$ cat src/rtl/dbg_halt_pkg.sv
// Package: shared types for the debug halt controller.
// Assumes: nothing; pure type definitions.
package dbg_halt_pkg;

    // Entry path encoding, visible on entry_src_o
    typedef enum logic [1:0] {
        SRC_NONE = 2'b00,
        SRC_CMD  = 2'b01,
        SRC_PIN  = 2'b10,
        SRC_EXC  = 2'b11
    } entry_src_e;

    // Controller phase
    typedef enum logic [1:0] {
        ST_RUN   = 2'b00,
        ST_DRAIN = 2'b01,
        ST_HALT  = 2'b10
    } halt_state_e;

endpackage

$ cat src/rtl/dbg_pin_sync.sv
// Module: dbg_pin_sync
// Brings the asynchronous run/stop pin into the clock domain through a
// chain of STAGES flops, then reports the level and single-cycle edges.
// Assumes: pin idles high; flops reset to the idle level.
module dbg_pin_sync #(
    parameter int STAGES = 2
) (
    input  logic clk,
    input  logic rst_n,
    input  logic pin_async_i,
    output logic level_o,
    output logic rise_o,
    output logic fall_o
);

    localparam int LAST = STAGES - 1;

    logic [LAST:0] chain_q;
    logic          prev_q;

    generate
        if (STAGES < 2) begin : g_bad_depth
            initial $error("dbg_pin_sync needs at least two stages");
        end
    endgenerate

    // Shift the pin through the synchronizer chain
    always_ff @(posedge clk) begin
        if (!rst_n) chain_q <= '1;
        else        chain_q <= {chain_q[LAST-1:0], pin_async_i};
    end

    // Remember last synchronized level for edge detection
    always_ff @(posedge clk) begin
        if (!rst_n) prev_q <= 1'b1;
        else        prev_q <= chain_q[LAST];
    end

    // Level and edges seen after synchronization
    always_comb begin
        level_o = chain_q[LAST];
        rise_o  = chain_q[LAST] & ~prev_q;
        fall_o  = ~chain_q[LAST] & prev_q;
    end

endmodule

$ cat src/rtl/dbg_exc_gate.sv
// Module: dbg_exc_gate
// Merges the debug-exception source pulses into one halt request,
// qualified by the halt-enable control bit.
// Assumes: each source bit is a synchronous pulse in the core clock domain.
module dbg_exc_gate #(
    parameter int NUM_EXC = 5
) (
    input  logic [NUM_EXC-1:0] src_i,
    input  logic               enable_i,
    output logic               hit_o
);

    // Any qualifying source, only when enabled
    always_comb begin
        hit_o = enable_i & (|src_i);
    end

endmodule

$ cat src/rtl/dbg_halt_fsm.sv
// Module: dbg_halt_fsm
// Sequences run -> drain -> halt -> run, records the entry path and
// selects the exit rule that path allows.
// Assumes: pin inputs are synchronized; command and exception are pulses.
module dbg_halt_fsm
    import dbg_halt_pkg::*;
(
    input  logic       clk,
    input  logic       rst_n,
    input  logic       cmd_begin_i,
    input  logic       cmd_end_i,
    input  logic       pin_hi_i,
    input  logic       pin_rise_i,
    input  logic       pin_fall_i,
    input  logic       exc_hit_i,
    input  logic       boundary_i,
    output logic       halt_o,
    output logic       ready_o,
    output entry_src_e src_o,
    output logic       holdoff_o
);

    halt_state_e state_q, state_d;
    entry_src_e  src_q, src_d;
    logic        armed_q, armed_d;
    logic        exit_now;

    // Exit acceptance: rule depends on how the halt was entered
    always_comb begin
        exit_now = 1'b0;
        if (state_q == ST_HALT) begin
            if (src_q == SRC_PIN) exit_now = pin_rise_i;
            else                  exit_now = cmd_end_i | (pin_rise_i & armed_q);
        end
    end

    // Next phase, entry path and pin-cycle arming
    always_comb begin
        state_d = state_q;
        src_d   = src_q;
        armed_d = armed_q;
        unique case (state_q)
            ST_RUN: begin
                armed_d = 1'b0;
                if (!pin_hi_i) begin
                    src_d   = SRC_PIN;
                    state_d = boundary_i ? ST_HALT : ST_DRAIN;
                end else if (exc_hit_i) begin
                    src_d   = SRC_EXC;
                    state_d = ST_HALT;
                end else if (cmd_begin_i) begin
                    src_d   = SRC_CMD;
                    state_d = boundary_i ? ST_HALT : ST_DRAIN;
                end
            end
            ST_DRAIN: begin
                if (boundary_i) state_d = ST_HALT;
            end
            ST_HALT: begin
                if (exit_now) begin
                    state_d = ST_RUN;
                    src_d   = SRC_NONE;
                    armed_d = 1'b0;
                end else if (pin_fall_i) begin
                    armed_d = 1'b1;
                end
            end
            default: begin
                state_d = ST_RUN;
                src_d   = SRC_NONE;
                armed_d = 1'b0;
            end
        endcase
    end

    // State registers
    always_ff @(posedge clk) begin
        if (!rst_n) begin
            state_q <= ST_RUN;
            src_q   <= SRC_NONE;
            armed_q <= 1'b0;
        end else begin
            state_q <= state_d;
            src_q   <= src_d;
            armed_q <= armed_d;
        end
    end

    // Outputs: ready drops combinationally on the exit cycle
    always_comb begin
        halt_o    = (state_q == ST_HALT);
        ready_o   = (state_q == ST_HALT) & ~exit_now;
        holdoff_o = (state_q != ST_RUN);
        src_o     = src_q;
    end

endmodule

$ cat src/rtl/dbg_halt_ctrl.sv
// Module: dbg_halt_ctrl (top)
// Debug halt controller: joins the pin synchronizer, the exception gate
// and the halt sequencer.
// Assumes: run_stop_n_i may be asynchronous; all other inputs are
// synchronous to clk.
module dbg_halt_ctrl
    import dbg_halt_pkg::*;
#(
    parameter int NUM_EXC     = 5,
    parameter int SYNC_STAGES = 2
) (
    input  logic               clk,
    input  logic               rst_n,
    input  logic               cmd_begin_i,
    input  logic               cmd_end_i,
    input  logic               run_stop_n_i,
    input  logic [NUM_EXC-1:0] exc_src_i,
    input  logic               dbg_halt_en_i,
    input  logic               insn_boundary_i,
    output logic               halt_o,
    output logic               ready_o,
    output logic [1:0]         entry_src_o,
    output logic               irq_holdoff_o
);

    logic       pin_hi_s;
    logic       pin_rise;
    logic       pin_fall;
    logic       exc_hit;
    entry_src_e src;

    dbg_pin_sync #(.STAGES(SYNC_STAGES)) u_sync (
        .clk        (clk),
        .rst_n      (rst_n),
        .pin_async_i(run_stop_n_i),
        .level_o    (pin_hi_s),
        .rise_o     (pin_rise),
        .fall_o     (pin_fall)
    );

    dbg_exc_gate #(.NUM_EXC(NUM_EXC)) u_gate (
        .src_i   (exc_src_i),
        .enable_i(dbg_halt_en_i),
        .hit_o   (exc_hit)
    );

    dbg_halt_fsm u_fsm (
        .clk        (clk),
        .rst_n      (rst_n),
        .cmd_begin_i(cmd_begin_i),
        .cmd_end_i  (cmd_end_i),
        .pin_hi_i   (pin_hi_s),
        .pin_rise_i (pin_rise),
        .pin_fall_i (pin_fall),
        .exc_hit_i  (exc_hit),
        .boundary_i (insn_boundary_i),
        .halt_o     (halt_o),
        .ready_o    (ready_o),
        .src_o      (src),
        .holdoff_o  (irq_holdoff_o)
    );

    // Present the entry path as a plain vector
    always_comb begin
        entry_src_o = src;
    end

endmodule

$ cat config.mk
export PLATFORM = sky130hd
export DESIGN_NAME = dbg_halt_ctrl
export DESIGN_NICKNAME = d
export VERILOG_FILES = /design/src/rtl/dbg_halt_pkg.sv /design/src/rtl/dbg_pin_sync.sv /design/src/rtl/dbg_exc_gate.sv /design/src/rtl/dbg_halt_fsm.sv /design/src/rtl/dbg_halt_ctrl.sv
export SDC_FILE = /design/constraint.sdc
export NUM_CORES = 1
export LEC_CHECK = 0
export BUFFER_PORTS_ARGS = -buffer_cell sky130_fd_sc_hd__buf_2
export CAP_MARGIN = 15
export CORE_AREA = 2 2 39 41
export CTS_BUF_LIST = sky130_fd_sc_hd__clkbuf_8
export CTS_CLUSTER_SIZE = 16
export DETAILED_ROUTE_END_ITERATION = 7
export DIE_AREA = 0 0 41 43
export SYNTH_ARGS = -nofsm -noshare
export SYNTH_HDL_FRONTEND = slang
export SYNTH_SLANG_ARGS = --single-unit
$ cat constraint.sdc
create_clock -name clk -period 2.25 [get_ports clk]
set_clock_uncertainty 0.05 [all_clocks]
set_input_delay 0 -clock clk [delete_from_list [all_inputs] [get_ports clk]]
set_output_delay 0 -clock clk [all_outputs]
set_load 0.01 [all_outputs]
==> results of run 1 <==
## logic make-up (layout without fill, tap and decap cells)
group           count (synthesis)  after routing
simple gates                   18             18
compound gates                 15             15
flops                           8              8
buf+inv                         7             29
## power groups by stage
stage               clock (W)  sequential, W  combinational, W
finish               0.000176       0.000164         0.0000794
global route         0.000185       0.000165         0.0000879
CTS                  0.000182       0.000164         0.0000788
detailed placement          0       0.000166         0.0000731
global placement            0       0.000167         0.0000734
floorplan                   0       0.000167         0.0000413
## worst max-delay path: cells and delay by family (launching register included)
family          cells  cell delay, ns
simple gates        1            0.52
flops               1            0.42
compound gates      2            0.26
buf+inv             1            0.12
## worst max-delay path by stage
stage | from | end | slack [ns] | cells after the start
2_1_floorplan | u_sync.chain_q[1]$_SDFF_PN1_ | u_fsm.src_o[1]$_SDFFE_PN0P_ | 0.90 | 4
3_3_place_gp | u_sync.chain_q[1]$_SDFF_PN1_ | u_fsm.src_o[1]$_SDFFE_PN0P_ | 0.84 | 4
3_5_place_dp | u_sync.chain_q[1]$_SDFF_PN1_ | u_fsm.src_o[1]$_SDFFE_PN0P_ | 0.80 | 4
4_1_cts | u_sync.chain_q[1]$_SDFF_PN1_ | u_fsm.src_o[1]$_SDFFE_PN0P_ | 0.80 | 4
5_1_grt | u_sync.chain_q[1]$_SDFF_PN1_ | u_fsm.src_o[1]$_SDFFE_PN0P_ | 0.71 | 4
6_report | u_sync.chain_q[1]$_SDFF_PN1_ | u_fsm.src_o[1]$_SDFFE_PN0P_ | 0.78 | 4
## layout make-up
type                       count  area, sq um
fill                         152          813
multi-input combinational     33          213
sequential                     8          160
timing repair buffer          19          110
clock buffer                   3         41.3
inverter                       7         26.3
tap                           16         20.0
## placed cells by master (no fill, tap or decap), types with 2 or more instances in the layout
master and n:
o21ai_0 2, nand2b_1 3, a211oi_1 3, nand3_1 2
buf_2 16, nand2_1 3, dfxtp_1 8, a21oi_1 3
clkbuf_8 3, inv_1 7, nor2b_1 4, dlygate4sd3_1 3
## registers in the layout, summed over array words and instances, names as in the netlist
name            cells
u_fsm.armed_q       1
u_fsm.state_q       2
u_sync.prev_q       1
u_fsm.src_o         2
u_sync.chain_q      2
## through the flow
step | hold slack (ns) | util (%)
6_report | 0.0177 | 41.2
5_1_grt | 0.0206 | 41.2
3_5_place_dp | 0.136 | 36.1
3_3_place_gp | 0.130 | 36.1
4_1_cts | 0.0115 | 41.2
2_1_floorplan | 0.0194 | -
## metal layers
| layer | track usage [%] | part of all wire (%) | up-vias |
|---|---|---|---|
| met1 | 14.8 | 41 | 202 |
| met3 | 6.28 | 8.5 | 10 |
| li1 | - | - | 220 |
| met5 | 0 | 0 | - |
| met4 | 8.00 | 4.3 | 0 |
| met2 | 19.4 | 46 | 23 |
==> flow_summary.json, run 1 <==
{
  "ys_seq_area_share_pct": 40.1,
  "start_util_pct": 28.8,
  "tritoncts": "yes",
  "overflow": 0,
  "crit_type": "flip-flop to flip-flop",
  "ys.flop_type": "dfxtp_1",
  "synth_area_sq_um": 399,
  "die_h_microns": 43,
  "powerDensity_nw_per_um2": 735,
  "synth_cell_type_count": 22,
  "via_count": 455,
  "power_switching_w": 0.000111,
  "die_area_sq_um": 1760,
  "clk_latency_ns": 0.23,
  "dieWidth_microns": 41,
  "rsz0062_at_grt": "no",
  "grt_max_degree": 9,
  "io_pins": 17,
  "worstMarginPinSlew_ns": 0.308,
  "async_flop_share_pct": 0,
  "postSynthCellCount": 48,
  "p_leak_nw": 0.272,
  "first_pass_iters": 4,
  "hold_viol_final": 0,
  "hold_class": "primary input to flip-flop",
  "ant_nets": 0,
  "slew_headroom_pct": 79.2,
  "avgRoutedWirePerCell_microns": 12.5,
  "yosys.area_share.simple_pct": 26.6,
  "path_clk_slew_ns": 0.04,
  "drc": 0,
  "antenna_found_initial": 0,
  "routed_wl_microns": 1080,
  "fp-row-count": 14,
  "cts_made_buffers": 3,
  "max_stage_delay_ns": 0.52,
  "min_period_over_period_pct": 65.4,
  "synth_compound_area_share_pct": 26.6,
  "startpoint_type": "flip-flop",
  "setup_tns_ns": 0,
  "endpoint_kind": "flip-flop",
  "crit_fanout": 6,
  "yosys.cell_count.top_type": "dfxtp_1",
  "vdd_drop_max_mv": 0.310,
  "maxSlewViolCount": 0,
  "ys_top_cells_by_area": "dfxtp_1 (40%), inv_1 (6.6%), nor2b_1 (6.3%)",
  "synth-seq-cells": 8,
  "antenna_cells": 0,
  "ctsHoldBuffers": 3,
  "pre_cts_ws_ns": 0.803,
  "setup_viol": 0,
  "synth-xor-area-share_pct": 0,
  "timing.fmax_ghz": 0.680,
  "place_inst": 80,
  "hold_end": "u_fsm.state_q[0]$_SDFFE_PN0P_",
  "cts_setup_buffers": 0,
  "clock_power_share_pct": 41.9,
  "fin_nets": 84,
  "synth_mux_area_share_pct": 0,
  "outcome": "finished, final reports clean",
  "layoutNonFillerInstCount": 86,
  "yosysWarnings": 0,
  "power.internal_w": 0.000308,
  "grt_usage_pct": 13.3,
  "power_frac_seq_pct": 39.2,
  "rrSetupSlack_ns": 0.78,
  "yosysTopAreaCell": "dfxtp_1",
  "clockBufferDepth": 2,
  "vias_per_cell": 5.29,
  "drtIter0Drc": 15,
  "area_growth_pct": 42.9,
  "crit_required_ns": 2.32,
  "cap_violations": 0,
  "synth_top_area_share_pct": 40.1,
  "reg2regPathDepth": 4,
  "synth_edf_count": 0,
  "cp_slowest_cell": "or4_1",
  "cts_max_level": 1,
  "syn_avg_cell_area_sq_um": 8.32,
  "dpl.hpwl_microns": 700,
  "power_w": 0.000419,
  "power_switching_share_pct": 26.5,
  "final.setup.worst_slack_ns": 0.779,
  "hold_path.startpoint": "insn_boundary_i",
  "io_buffer_count": 16,
  "drive_gt1_share_pct": 30.0,
  "min_period_ns": 1.47,
  "path_cells": "inv_1 -> or4_1 -> a32oi_1 -> a21oi_1",
  "synth_common_cells": "dfxtp_1 (8), inv_1 (7), nor2b_1 (4)",
  "critPathArrivalTime_ns": 1.54,
  "p_comb_share_pct": 18.9,
  "cts_resized": 0,
  "r2r_start": "u_sync.chain_q[1]$_SDFF_PN1_",
  "grt_pass1_wl_microns": 1520,
  "final_cell_area_sq_um": 571,
  "place.gp.congestion": 0.756,
  "reg2reg_to": "u_fsm.src_o[1]$_SDFFE_PN0P_",
  "clock-sinks": 8,
  "cts_root_buf": "clkbuf_8",
  "grt_pass1_vias": 365,
  "synthesis.nets": 60,
  "min_path_cells": 3,
  "post_dp_cell_area_sq_um": 499,
  "core_sq_um": 1380,
  "synthAdderAreaFrac_pct": 0,
  "synth_top_family_by_area": "compound AO/OA/AOI/OAI gates"
}
(Power assumes the default switching activity.)
==> run 2: changes to the inputs <==
- ABC_AREA: default -> 1
- clock period: 2.25 -> 1.3 ns (I/O delays scaled with it)
==> flow_summary.json, run 2 <==
{
  "powerDensity_nw_per_um2": 1700,
  "drive_gt1_share_pct": 39.8,
  "vias_per_cell": 4.42,
  "ant_nets": 0,
  "synthesis.nets": 74,
  "outcome": "finished, final reports clean",
  "startpoint_type": "flip-flop",
  "avgRoutedWirePerCell_microns": 9.06,
  "clock-sinks": 8,
  "utilization_pct": 42.0,
  "cap_violations": 0,
  "layout_common_cells": "buf_2 (16), nand2_1 (11), inv_1 (9), nor2_1 (8), dfxtp_1 (7)",
  "place_inst": 94,
  "rsz0062_at_grt": "no",
  "grt_max_degree": 8,
  "setup_tns_ns": 0,
  "layoutNonFillerInstCount": 99,
  "maxSlewViolCount": 0,
  "die_h_microns": 43,
  "slew_headroom_pct": 87.2,
  "highest_layer": "met4",
  "synth_top_area_share_pct": 38.8,
  "p_leak_nw": 0.319,
  "syn_avg_cell_area_sq_um": 6.66,
  "synth_edf_count": 0,
  "place.gp.congestion": 0.820,
  "synth_cell_type_count": 15,
  "synth_area_sq_um": 413,
  "timing.fmax_ghz": 0.836,
  "cts_made_buffers": 3,
  "async_flop_share_pct": 0,
  "wl_met1_microns": 420,
  "io_buffer_count": 16,
  "dr_wl_met3_microns": 86,
  "antenna_found_initial": 0,
  "core_sq_um": 1380,
  "clk_latency_ns": 0.23,
  "area_growth_pct": 40.9,
  "min_period_over_period_pct": 92.0,
  "ys_seq_area_share_pct": 38.8,
  "min_period_ns": 1.20,
  "worstMarginPinSlew_ns": 0.191,
  "clockBufferDepth": 2,
  "io_pins": 17,
  "crit_required_ns": 1.25,
  "layout_commonest_cell": "buf_2",
  "dieWidth_microns": 41,
  "crit_type": "flip-flop to output port",
  "cts_root_buf": "clkbuf_8",
  "endpoint_kind": "output port",
  "final.fill_count": 145,
  "hold_viol_final": 0,
  "wl_met2_microns": 348,
  "cp_slowest_cell": "dfxtp_1",
  "max_stage_delay_ns": 0.31,
  "drtIter0Drc": 10,
  "first_pass_iters": 4,
  "drc": 0,
  "postSynthCellCount": 62,
  "ys.flop_type": "dfxtp_1",
  "die_area_sq_um": 1760,
  "routed_wl_microns": 897,
  "via_count": 438,
  "synth-seq-cells": 8,
  "fp-row-count": 14,
  "start_util_pct": 29.8,
  "dpl.hpwl_microns": 686,
  "overflow": 0,
  "antenna_cells": 0,
  "tritoncts": "yes",
  "hold_class": "primary input to flip-flop",
  "grt_pass1_vias": 300,
  "grt_usage_pct": 12.7,
  "setup_viol": 0,
  "grt_pass1_wl_microns": 1280,
  "critPathArrivalTime_ns": 1.15,
  "cts_max_level": 1,
  "yosysWarnings": 0,
  "post_dp_cell_area_sq_um": 513,
  "synth_common_cells": "nand2_1 (12), inv_1 (9), dfxtp_1 (8), nor2_1 (8)",
  "final_cell_area_sq_um": 582,
  "yosys.cell_count.top_type": "nand2_1",
  "ys_top_cells_by_area": "dfxtp_1 (39%), nand2_1 (11%), inv_1 (8.2%)",
  "path_clk_slew_ns": 0.04,
  "path_cells": "inv_1 -> nand2_2 -> a21oi_2 -> nand2_2 -> inv_1 -> buf_2",
  "yosysTopAreaCell": "dfxtp_1",
  "cts_setup_buffers": 0,
  "crit_fanout": 7,
  "fin_nets": 97,
  "hold_ws_ns": 0.00963,
  "vdd_drop_max_mv": 0.564
}
[run 2: where the power goes]
group | leakage [nW] | internal (W) | total (W) | switching (W)
Combinational | 0.231 | 0.000146 | 0.000360 | 0.000214
Clock | 0.0216 | 0.000201 | 0.000305 | 0.000104
Sequential | 0.0663 | 0.000294 | 0.000327 | 0.0000331
[run 2: logic make-up after synthesis]
family,count (synthesis),synth area share [%]
compound gates,7,9.39
buf+inv,11,10.0
flops,8,38.8
simple gates,36,41.8
[run 2: cell type report]
| class | count | area (sq um) | share of cell area, % |
|---|---|---|---|
| multi-input cells | 43 | 218 | 37.4 |
| flip-flops and latches | 8 | 161 | 27.7 |
| repair buffers | 18 | 100 | 17.2 |
| clock buffers | 3 | 41.3 | 7.10 |
| inverters | 11 | 41.3 | 7.10 |
| well taps | 16 | 20.0 | 3.44 |
[run 2: repair_timing]
action                     in CTS  in global routing
gates resized for setup         0                  3
hold buffers                    2                  0
setup endpoints to repair       0                  2
hold endpoints to repair        4                  0
[run 2: worst paths after layout]
check                                   to                           from  cells after the start  slack (ns)
max                                ready_o  u_fsm.state_q[0]$_SDFFE_PN0P_                      6        0.10
min          u_fsm.state_q[0]$_SDFFE_PN0P_                insn_boundary_i                      4        0.01
max reg2reg  u_fsm.state_q[1]$_SDFFE_PN0P_  u_fsm.state_q[1]$_SDFFE_PN0P_                      7        0.15
min reg2reg   u_sync.chain_q[1]$_SDFF_PN1_   u_sync.chain_q[0]$_SDFF_PN1_                      1        0.36
[run 2: critical path: cells and delay by family, from the launching register on]
family                 cells  cell delay [ns]
AOI/OAI and AO/OA          1             0.12
DFF                        1             0.31
and+or+nand+nor            2             0.20
buffers and inverters      3             0.29
[run 2: routing by layer]
metal / up-vias / GRT usage, %
li1: 236 / -
met1: 178 / 15.0
met2: 19 / 12.8
met3: 5 / 9.42
met4: 0 / 14.0
met5: - / 0
[run 2: per-stage QoR]
step | power (W) | setup WS, ns
after floorplan | 0.000568 | 0.206
after global placement | 0.000676 | 0.140
after detailed placement | 0.000675 | 0.139
after CTS | 0.000989 | 0.0612
after global routing | 0.00106 | 0.0118
final | 0.000991 | 0.104
==> run 3: changes to the inputs <==
- ABC_AREA: 1 -> default
- TNS_END_PERCENT: default -> 100
==> flow_summary.json, run 3 (synthesis gave the netlist of run 1 again) <==
{
  "layout_common_cells": "buf_2 (15), inv_1 (7), dfxtp_1 (6), buf_4 (5)",
  "min_path_cells": 3,
  "fp-row-count": 14,
  "place_inst": 85,
  "first_pass_iters": 1,
  "rsz0062_at_grt": "yes",
  "layoutNonFillerInstCount": 91,
  "drc": 0,
  "power.internal_w": 0.000548,
  "power_frac_seq_pct": 38.3,
  "p_comb_share_pct": 21.2,
  "dpl.hpwl_microns": 795,
  "core_sq_um": 1380,
  "start_util_pct": 28.8,
  "die_area_sq_um": 1760,
  "final.setup.worst_slack_ns": 0.0522,
  "grt_pass1_wl_microns": 1610,
  "avgRoutedWirePerCell_microns": 11.3,
  "via_count": 449,
  "grt_usage_pct": 14.0,
  "cts_max_level": 1,
  "drive_gt1_share_pct": 42.7,
  "path_clk_slew_ns": 0.04,
  "crit_fanout": 2,
  "place.gp.congestion": 0.791,
  "clock_power_share_pct": 40.6,
  "power_switching_share_pct": 25.8,
  "die_h_microns": 43,
  "dieWidth_microns": 41,
  "grt_max_degree": 8,
  "min_period_ns": 1.25,
  "worstMarginPinSlew_ns": 0.225,
  "cap_violations": 0,
  "ant_nets": 0,
  "timing.fmax_ghz": 0.801,
  "critPathArrivalTime_ns": 1.31,
  "io_pins": 17,
  "grt_pass1_vias": 393,
  "crit_type": "flip-flop to flip-flop",
  "maxSlewViolCount": 0,
  "cts_made_buffers": 3,
  "endpoint_kind": "flip-flop",
  "hold_class": "primary input to flip-flop",
  "startpoint_type": "flip-flop",
  "fin_nets": 89,
  "area_growth_pct": 57.1,
  "hold_viol_final": 0,
  "outcome": "finished, final reports clean",
  "power_switching_w": 0.000191,
  "reg2regPathDepth": 4,
  "tritoncts": "yes",
  "cts_root_buf": "clkbuf_8",
  "antenna_found_initial": 0,
  "powerDensity_nw_per_um2": 1180,
  "setup_viol": 0,
  "drtIter0Drc": 0,
  "antenna_cells": 0,
  "p_leak_nw": 0.299,
  "vias_per_cell": 4.93,
  "vdd_drop_max_mv": 0.769,
  "final.fill_count": 153,
  "layout_commonest_cell": "buf_2",
  "routed_wl_microns": 1030,
  "crit_required_ns": 1.36,
  "clockBufferDepth": 2,
  "clk_latency_ns": 0.23,
  "setup_tns_ns": 0,
  "pre_cts_ws_ns": -0.0137,
  "min_period_over_period_pct": 96.0,
  "io_buffer_count": 16,
  "clock-sinks": 8,
  "slew_headroom_pct": 84.8,
  "overflow": 0
}
-- run 3: path summary, 6_finish.rpt --
check / end / slack, ns / from
max: u_fsm.src_o[1]$_SDFFE_PN0P_ / 0.05 / u_sync.chain_q[1]$_SDFF_PN1_
min: u_fsm.state_q[0]$_SDFFE_PN0P_ / 0.02 / insn_boundary_i
max reg2reg: u_fsm.src_o[1]$_SDFFE_PN0P_ / 0.05 / u_sync.chain_q[1]$_SDFF_PN1_
min reg2reg: u_sync.chain_q[1]$_SDFF_PN1_ / 0.36 / u_sync.chain_q[0]$_SDFF_PN1_
-- run 3: routing by layer --
layer	GRT usage [%]	wire length, microns	vias up
li1	-	-	229
met1	16.3	462	207
met5	0	0	-
met4	8.00	27	0
met2	20.3	497	9
met3	6.28	39	4
-- run 3: power groups by stage --
stage | registers (W) | logic (W) | clock network [W]
detailed placement | 0.000284 | 0.000146 | 0
global placement | 0.000284 | 0.000144 | 0
floorplan | 0.000289 | 0.0000717 | 0
global route | 0.000286 | 0.000176 | 0.000320
CTS | 0.000281 | 0.000154 | 0.000304
finish | 0.000283 | 0.000157 | 0.000300
-- run 3: area by class of cell --
type	instances	area [sq um]	area share (%)
inverter	7	26.3	4.19
multi-input combinational	33	226	36.1
clock buffer	3	41.3	6.59
sequential	8	163	25.9
tap	16	20.0	3.19
timing repair buffer	24	150	24.0
-- run 3: what timing repair did --
item,CTS,global route
hold buffers,3,0
pin swaps,3,1
endpoints found under the hold margin,3,0
gates resized for setup,2,5
setup endpoints to repair,2,4
setup buffers,0,0
-- run 3: metrics by stage --
stage	instance area, sq um	total power, W	hold WS, ns	utilization [%]
6_report	627	0.000739	0.0246	45.3
5_1_grt	627	0.000782	0.0312	45.3
3_3_place_gp	538	0.000428	0.134	38.9
3_5_place_dp	538	0.000430	0.139	38.9
2_1_floorplan	400	0.000360	0.0190	-
4_1_cts	613	0.000738	0.0218	44.3
-- run 3: critical path, stage by stage, from the launching register on --
cell	delay, ns
dfxtp_2	0.32
inv_1	0.05
or4_1	0.46
a32oi_1	0.17
a21oi_1	0.09
